`config.mk`:
```
export PLATFORM = sky130hd
export DESIGN_NAME = rnd_sel
export DESIGN_NICKNAME = d
export VERILOG_FILES = /design/src/rtl/rnd_sel.sv
export SDC_FILE = /design/constraint.sdc
export NUM_CORES = 1
export LEC_CHECK = 0
export BUFFER_PORTS_ARGS = -buffer_cell sky130_fd_sc_hd__buf_4
export CORE_MARGIN = 4
export CORE_UTILIZATION = 55
export DETAILED_ROUTE_END_ITERATION = 10
export PLACE_DENSITY = 0.8
export RECOVER_POWER = 50
export SYNTH_ARGS = -nofsm -noshare
export SYNTH_HDL_FRONTEND = slang
export SYNTH_SLANG_ARGS = --single-unit
export TNS_END_PERCENT = 1
```
`constraint.sdc`:
```
create_clock -name vclk -period 5.9
set_input_delay 0.59 -clock vclk [all_inputs]
set_output_delay 0.59 -clock vclk [all_outputs]
set_load 0.005 [all_outputs]
```
`src/rtl/rnd_sel.sv`:
```
module rnd_sel #(
  parameter int SIG_W   = 24,
  parameter bit OUT_REG = 1'b0
) (
  input  logic             clk,
  input  logic             rst_n,
  input  logic [SIG_W-1:0] a_sig,
  input  logic [SIG_W-1:0] b_sig,
  input  logic             grd,
  input  logic             rnd,
  input  logic             stk,
  output logic [SIG_W-1:0] sig_out,
  output logic             exp_inc,
  output logic             inexact
);

  localparam int SW = SIG_W + 1;

  logic [SW-1:0]    sum0, sum1;
  logic             cy0, low_ones;
  logic             g_eff, s_eff, lsb_eff, up;
  logic [SIG_W-1:0] sig_c;
  logic             exp_c, inx_c;

  // compound adder: both candidates formed in parallel
  assign sum0 = {1'b0, a_sig} + {1'b0, b_sig};
  assign sum1 = {1'b0, a_sig} + {1'b0, b_sig} + SW'(1);
  assign cy0  = sum0[SIG_W];
  assign low_ones = &sum0[SIG_W-1:0];

  // rounding bits seen from the final LSB position
  assign g_eff   = cy0 ? sum0[0] : grd;
  assign s_eff   = cy0 ? (grd | rnd | stk) : (rnd | stk);
  assign lsb_eff = cy0 ? sum0[1] : sum0[0];
  assign up      = g_eff & (s_eff | lsb_eff);

  // select: on carry both candidates are read one place higher
  always_comb begin
    if (cy0)
      sig_c = up ? sum1[SIG_W:1] : sum0[SIG_W:1];
    else if (up && sum1[SIG_W])
      sig_c = sum1[SIG_W:1];
    else
      sig_c = up ? sum1[SIG_W-1:0] : sum0[SIG_W-1:0];
  end

  assign exp_c = cy0 | (up & sum1[SIG_W]);
  assign inx_c = g_eff | s_eff;

  generate
    if (OUT_REG) begin : g_reg
      always_ff @(posedge clk) begin
        if (!rst_n) begin
          sig_out <= '0;
          exp_inc <= 1'b0;
          inexact <= 1'b0;
        end else begin
          sig_out <= sig_c;
          exp_inc <= exp_c;
          inexact <= inx_c;
        end
      end

      a_r6_reg_latency: assert property (@(posedge clk) disable iff (!rst_n)
        1'b1 |=> (sig_out == $past(sig_c)) && (exp_inc == $past(exp_c)) && (inexact == $past(inx_c)));
    end else begin : g_comb
      assign sig_out = sig_c;
      assign exp_inc = exp_c;
      assign inexact = inx_c;
    end
  endgenerate

  // an exact result takes the plain-sum candidate unchanged
  a_r1_exact_trunc: assert property (@(posedge clk) disable iff (!rst_n)
    (!grd && !rnd && !stk && !(cy0 && sum0[0])) |->
      (sig_c == (cy0 ? sum0[SIG_W:1] : sum0[SIG_W-1:0])) && !inx_c);

  // ties land on an even significand
  a_r2_tie_even: assert property (@(posedge clk) disable iff (!rst_n)
    ((!cy0 && grd && !rnd && !stk) || (cy0 && sum0[0] && !grd && !rnd && !stk)) |->
      !sig_c[0]);

  // any exponent bump leaves a normalized significand
  a_r3_msb_on_inc: assert property (@(posedge clk) disable iff (!rst_n)
    exp_c |-> sig_c[SIG_W-1]);

  // rounding an all-ones sum wraps to 1.000...0
  a_r4_wrap: assert property (@(posedge clk) disable iff (!rst_n)
    (!cy0 && low_ones && grd && (rnd || stk || sum0[0])) |->
      exp_c && (sig_c == {1'b1, {(SIG_W-1){1'b0}}}));

endmodule

```
* Word level (Yosys, flattened, before mapping) *
Cells that the tools add are included.

storage, ports and cells
  flip-flop bits (word level) = 0
  input port bits = 53
  output and inout port bits = 26
  logic and storage cells = 18

cells by class
  $add $sub $neg = 2
  muxes and demuxes = 7
  bitwise gates (word level) = 8
  reduce and logical (&&, ||, !) cells = 1

operators by type and width
  operator                                        number
  2-to-1 mux 24 bit                               4
  adder 24 x 24 -> 25 bit                         1
  adder 25 x 1 -> 25 bit (second input constant)  1
  OR 1 bit                                        6
  2-to-1 mux 1 bit                                3
  AND 1 bit                                       2
  logical AND 1 bit                               1

* Longest topological paths before layout *
Gate-level depths: netlist of the first run.

  word-level depth = 8
  mapped depth = 15
  depth with buffers taken out = 13

* Least setup slack after synthesis of the first run *
OpenSTA, ideal clock, no wires.

  path kind = input to output
  start = input a_sig[0]
  end = output sig_out[14]
  arrival = 3,694 ps
  setup slack = 1,616 ps
  stages on the path = 13
  path buffers = 1
  path through = ha_1 -> inv_1 -> fa_1 -> nor2b_2 -> o31ai_2 -> a31oi_1 -> xnor2_1 -> or4_4 -> or4_1 -> buf_2 -> or4_4 -> nor3_2 -> a221oi_1

on the way
  word-level cells in the longest chain between the ends = 7

ends and longest elaborated chain
  item                                                                            line    RTL
  start: declaration                                                              7       input logic [SIG_W-1:0] a_sig,
  adder 24 x 24 -> 25 bit *                                                       26, 27
  parallel branches: the longest is 5 deep, another holds adder 25 x 1 -> 25 bit  -
  2-to-1 mux 24 bit *                                                             39      if (cy0)
  end: declaration                                                                12      output logic [SIG_W-1:0] sig_out,

Every way passes the cells marked *.

* Worst setup path in the final report of the first run *
  start = input a_sig[0]
  end = output sig_out[10]

Same word-level chain as after synthesis.

==> results of run 1 <==
[logic make-up (layout without fill, tap and decap cells)]
kind of cell             Yosys count  after routing  synth area share
AO/OA/AOI/OAI                    193            193             0.438
XOR/XNOR                          21             21            0.0598
adder cells (fa/ha/maj)           26             26             0.104
buffers and inverters             37             94            0.0504
multiplexers                       2              2           0.00626
AND/OR/NAND/NOR                  200            200             0.341
[layout by cell type (no fill, tap or decap), drive strengths merged, types with 5 or more instances in the layout]
| cell | count |
|---|---|
| o311ai | 6 |
| a21oi | 40 |
| or3 | 5 |
| nor4 | 17 |
| or4 | 8 |
| o21a | 8 |
| o211ai | 11 |
| buf | 77 |
| xnor2 | 15 |
| a221oi | 5 |
| a31oi | 7 |
| o211a | 5 |
| o31ai | 8 |
| nand3 | 18 |
| o31a | 7 |
| nor3 | 23 |
| nand2 | 47 |
| and2 | 6 |
| a211o | 7 |
| o21ai | 32 |
| nand4 | 11 |
| ha | 25 |
| a2111oi | 5 |
| o2111ai | 5 |
| xor2 | 6 |
| a21o | 5 |
| clkbuf | 6 |
| or2 | 6 |
| inv | 11 |
| nor2 | 32 |
| and3 | 6 |
| a211oi | 16 |
[critical path: stages]
cell	delay, ps
buf_4	80
ha_1	250
inv_1	80
fa_1	450
nor2b_1	290
o31ai_2	150
a2111oi_2	630
nor4_1	90
nand4bb_1	330
nor4_2	620
nand4_1	490
a2111oi_0	530
a211oi_1	110
buf_4	170
[worst min-delay path by stage]
| stage | to | cells past startpoint |
|---|---|---|
| 2_1_floorplan | inexact | 2 |
| 3_3_place_gp | inexact | 4 |
| 3_5_place_dp | inexact | 4 |
| 4_1_cts | inexact | 4 |
| 5_1_grt | inexact | 4 |
| 6_report | inexact | 4 |
[power groups by stage]
stage | Sequential, W | Clock [W] | Combinational [W]
floorplan | 0 | 0 | 0.000374
global placement | 0 | 0 | 0.000544
detailed placement | 0 | 0 | 0.000555
CTS | 0 | 0 | 0.000557
global route | 0 | 0 | 0.000617
finish | 0 | 0 | 0.000566
[metal layers]
metal	vias to the layer above	share of wire	GRT usage
met5	-	0	0
met4	0	0.021	0.0643
met3	28	0.078	0.0147
met2	235	0.48	0.535
met1	1967	0.42	0.396
li1	2030	-	-
[cell type report]
cell class,count,area share
Inverter,11,0.0109
Tap cell,72,0.0238
Timing Repair Buffer,83,0.165
Multi-Input combinational cell,442,0.801
[per-stage QoR]
stage	worst slack (ps)	total power, W	cells	cell area, um^2	utilization
after global placement	785	0.000544	608	3790	0.681
final	433	0.000566	608	3780	0.679
after CTS	619	0.000557	608	3790	0.681
after detailed placement	664	0.000555	608	3790	0.681
after global routing	96.2	0.000617	608	3780	0.679
after floorplan	1620	0.000374	479	3200	-
==> out/metrics.csv, run 1 <==
metric,value,unit
worst_hold_slack,1560,ps
cp.required,5310,ps
synthesis.instances,479,
hpwl,8950,um
grt_max_degree,34,
drive_gt1_frac,0.200,
crit_path_max_fanout,8,
core_area,5570,um^2
n_sequential_cell,0,
fillers,514,
yosysSeqAreaShare,0,
hold_path.class,in -> out,
crit_start,a_sig[0],
critPathCaptureType,output port,
arrival,4880,ps
drc_errors,0,
grt_setup_unrepaired,false,
synthTopCellsByArea,"ha_1, a21oi_1, nand2_1",
first_iter_violations,415,
routed_wl,11100,um
ir_drop,97.1,uV
seqCellArea,0,um^2
fmax,183,MHz
ys_warn_count,0,
synth_top_area_frac,0.0977,
track_usage,0.300,
syn_area_per_cell,6.68,um^2
cts_setup_buffers,0,
final_antenna_net_count,0,
p_comb_frac,1.000,
n_clock_buffer,0,
area_growth_syn_to_layout,18.3,%
tns,0,ps
status,completed,
antenna_found_initial,0,
setup.worst_path.end,sig_out[10],
finalSetupViolations,0,
yosysMostFrequentCell,nand2_1,
worstSetupPathType,in -> out,
startpoint_type,input port,
post-synth-top-area-cell,ha_1,
first_pass_iters,5,
synth_commonest_cells,"nand2_1, a21oi_1, nor2_1",
place_congestion,0.986,
grt_pass1_vias,3920,
port_buffers,77,
multiInputGateArea,3030,um^2
post-route-min-period,5470,ps
fp.dieH,84.3,um
cts_hold_buf,0,
io_pins,79,
num_rows,27,
p_int,0.000234,W
grt_overflow,0,
leakage,1.44,nW
syn_area,3200,um^2
die_area,7100,um^2
power_frac_seq,0,
die_width,84.3,um
relSlewSlack,0.237,
via_per_inst,7.01,
diodes,0,
p_sw_frac,0.586,
worst-slew-pin-transition,1140,ps
ctsResizeCount,0,
drv_slew,0,
power_density,150,nW/um^2
switching_power,0.000332,W
grt_pass1_wl,18400,um
hold_viol_final,0,
p_clk_frac,0,
ys_types,81,
start_util,0.574,
worstHoldStart,stk,
synth.net_count,558,
routedWlPerCell,18.3,um
layout.nets,617,
post-route-period-util,0.927,
vias,4260,
max-cap-violations,0,
Power figures use the tool's default switching activity.
==> run 2, diff against run 1 <==
--- a/config.mk
+++ b/config.mk
@@ -7,9 +7,9 @@
 export LEC_CHECK = 0
 export BUFFER_PORTS_ARGS = -buffer_cell sky130_fd_sc_hd__buf_4
 export CORE_MARGIN = 4
-export CORE_UTILIZATION = 55
+export CORE_UTILIZATION = 50
 export DETAILED_ROUTE_END_ITERATION = 10
-export PLACE_DENSITY = 0.8
+export PLACE_DENSITY = 0.74
 export RECOVER_POWER = 50
 export SYNTH_ARGS = -nofsm -noshare
 export SYNTH_HDL_FRONTEND = slang
==> run 2 against run 1 <==
Effect of this change: flip-flop and latch count is the same; first-iteration DRC count grew 0.96%; global-route usage shrank 1.7 points; power shrank 0.47%; combinational power is essentially flat; non-clock buffer count grew 1; core utilization shrank 5.3 points; count of clock-buffer cells in the layout is the same; die area grew 9.0%; critical path depth grew 1; largest cell class unchanged.
==> out/metrics.csv, run 2 (synthesis gave the netlist of run 1 again) <==
metric,value,unit,change
layout.nets,618,,+0.16%
io_pins,79,,unchanged
seqCellArea,0,um^2,unchanged
grt_max_degree,34,,unchanged
drv_slew,0,,unchanged
p_comb_frac,1.000,,about the same
relSlewSlack,0.360,,+0.122
p_clk_frac,0,,unchanged
num_rows,28,,+3.7%
via_per_inst,6.86,,-2.1%
status,completed,,
p_int,0.000235,W,+0.22%
n_sequential_cell,0,,unchanged
ir_drop,99.2,uV,+2.1%
vias,4196,,-1.5%
post-route-min-period,5330,ps,-132 ps
hold_viol_final,0,,unchanged
slowest_stage,o311ai_1,,
final_cell_mix,"buf_4, nand2_1, a21oi_1, nor2_1, ha_1",,
p_sw_frac,0.584,,-0.00285
cts_hold_buf,0,,unchanged
worstHoldStart,stk,,
grt_setup_unrepaired,false,,
hold_path.class,in -> out,,
worst-slew-pin-transition,946,ps,-198 ps
final_common_cell,buf_4,,
crit_path_max_fanout,8,,unchanged
max-cap-violations,0,,unchanged
die_width,88.0,um,+4.4%
antenna_found_initial,0,,unchanged
first_iter_violations,419,,+0.96%
stdcell_area,3790,um^2,+0.17%
routed_wl,11000,um,-0.96%
cp.required,5310,ps,about the same
grt_pass1_vias,3874,,-1.2%
crit_start,a_sig[0],,
grt_pass1_wl,18300,um,-0.90%
post-route-period-util,0.904,,-0.0223
first_pass_iters,5,,unchanged
path_cells,clkbuf_4 -> ha_1 -> inv_1 -> fa_1 -> nor2b_1 -> o31ai_2 -> a21oi_1 -> o21a_1 -> o311ai_1 -> nor4_2 -> and4_1 -> nor2_1 -> inv_2 -> a311o_1 -> buf_4,,
grt_overflow,0,,unchanged
port_buffers,77,,unchanged
routedWlPerCell,18.0,um,-1.6%
tns,0,ps,unchanged
fmax,187,MHz,+2.5%
core_area,6060,um^2,+8.7%
startpoint_type,input port,,
finalSetupViolations,0,,unchanged
start_util,0.528,,-0.0461
drive_gt1_frac,0.199,,-0.000372
hpwl,9100,um,+1.7%
die_area,7740,um^2,+9.0%
slowest_delay,790,ps,+160 ps
n_clock_buffer,0,,unchanged
track_usage,0.282,,-0.0173
final_antenna_net_count,0,,unchanged
area_growth_syn_to_layout,18.5,%,
arrival,4740,ps,-140 ps
fp.dieH,88.0,um,+4.4%
ctsResizeCount,0,,unchanged
cts_setup_buffers,0,,unchanged
power_frac_seq,0,,unchanged
place_congestion,0.947,,-4.0%
leakage,1.45,nW,+0.21%
drc_errors,0,,unchanged
switching_power,0.000329,W,-0.95%
critPathCaptureType,output port,,
power_density,149,nW/um^2,-0.63%
worstSetupPathType,in -> out,,
dpl_cell_area,3800,um^2,+0.30%
diodes,0,,unchanged
[run 2: layout make-up]
cell class                      count  area [um^2]
Fill cell                         587         2270
Inverter                           11         41.3
Multi-Input combinational cell    442         3030
Tap cell                           75         93.8
Timing Repair Buffer               84          627
[run 2: worst max-delay path: cells and delay by family]
| family | cells | cell delay (ps) |
|---|---|---|
| fa+ha+maj | 2 | 490 |
| compound gates | 5 | 2070 |
| simple gates | 4 | 1120 |
| buf+inv | 4 | 450 |
[run 2: per-stage QoR]
| step | hold slack [ps] | util | setup slack, ps | instances | total power (W) |
|---|---|---|---|---|---|
| floorplan | 1290 | - | 1620 | 479 | 0.000374 |
| global placement | 1490 | 0.628 | 809 | 612 | 0.000548 |
| detailed placement | 1490 | 0.628 | 785 | 612 | 0.000557 |
| CTS | 1490 | 0.628 | 769 | 612 | 0.000559 |
| global route | 1530 | 0.626 | 151 | 612 | 0.000621 |
| finish | 1490 | 0.626 | 565 | 612 | 0.000564 |
[run 2: metal layers]
layer	wire length (um)	GRT usage	part of all wire	vias up
met4	169	0.0474	0.015	0
met1	4650	0.372	0.42	1951
met5	0	0	0	-
met2	5420	0.512	0.49	177
li1	-	-	-	2048
met3	785	0.0141	0.071	20
[run 2: worst paths after layout]
check	endpoint	slack (ps)	depth (start not counted)
setup / recovery	sig_out[16]	570	15
hold / removal	inexact	1490	4
[run 2: power groups by stage]
stage | logic (W) | clock network (W) | registers (W)
after floorplan | 0.000374 | 0 | 0
after global placement | 0.000548 | 0 | 0
after detailed placement | 0.000557 | 0 | 0
after CTS | 0.000559 | 0 | 0
after global routing | 0.000621 | 0 | 0
final | 0.000564 | 0 | 0
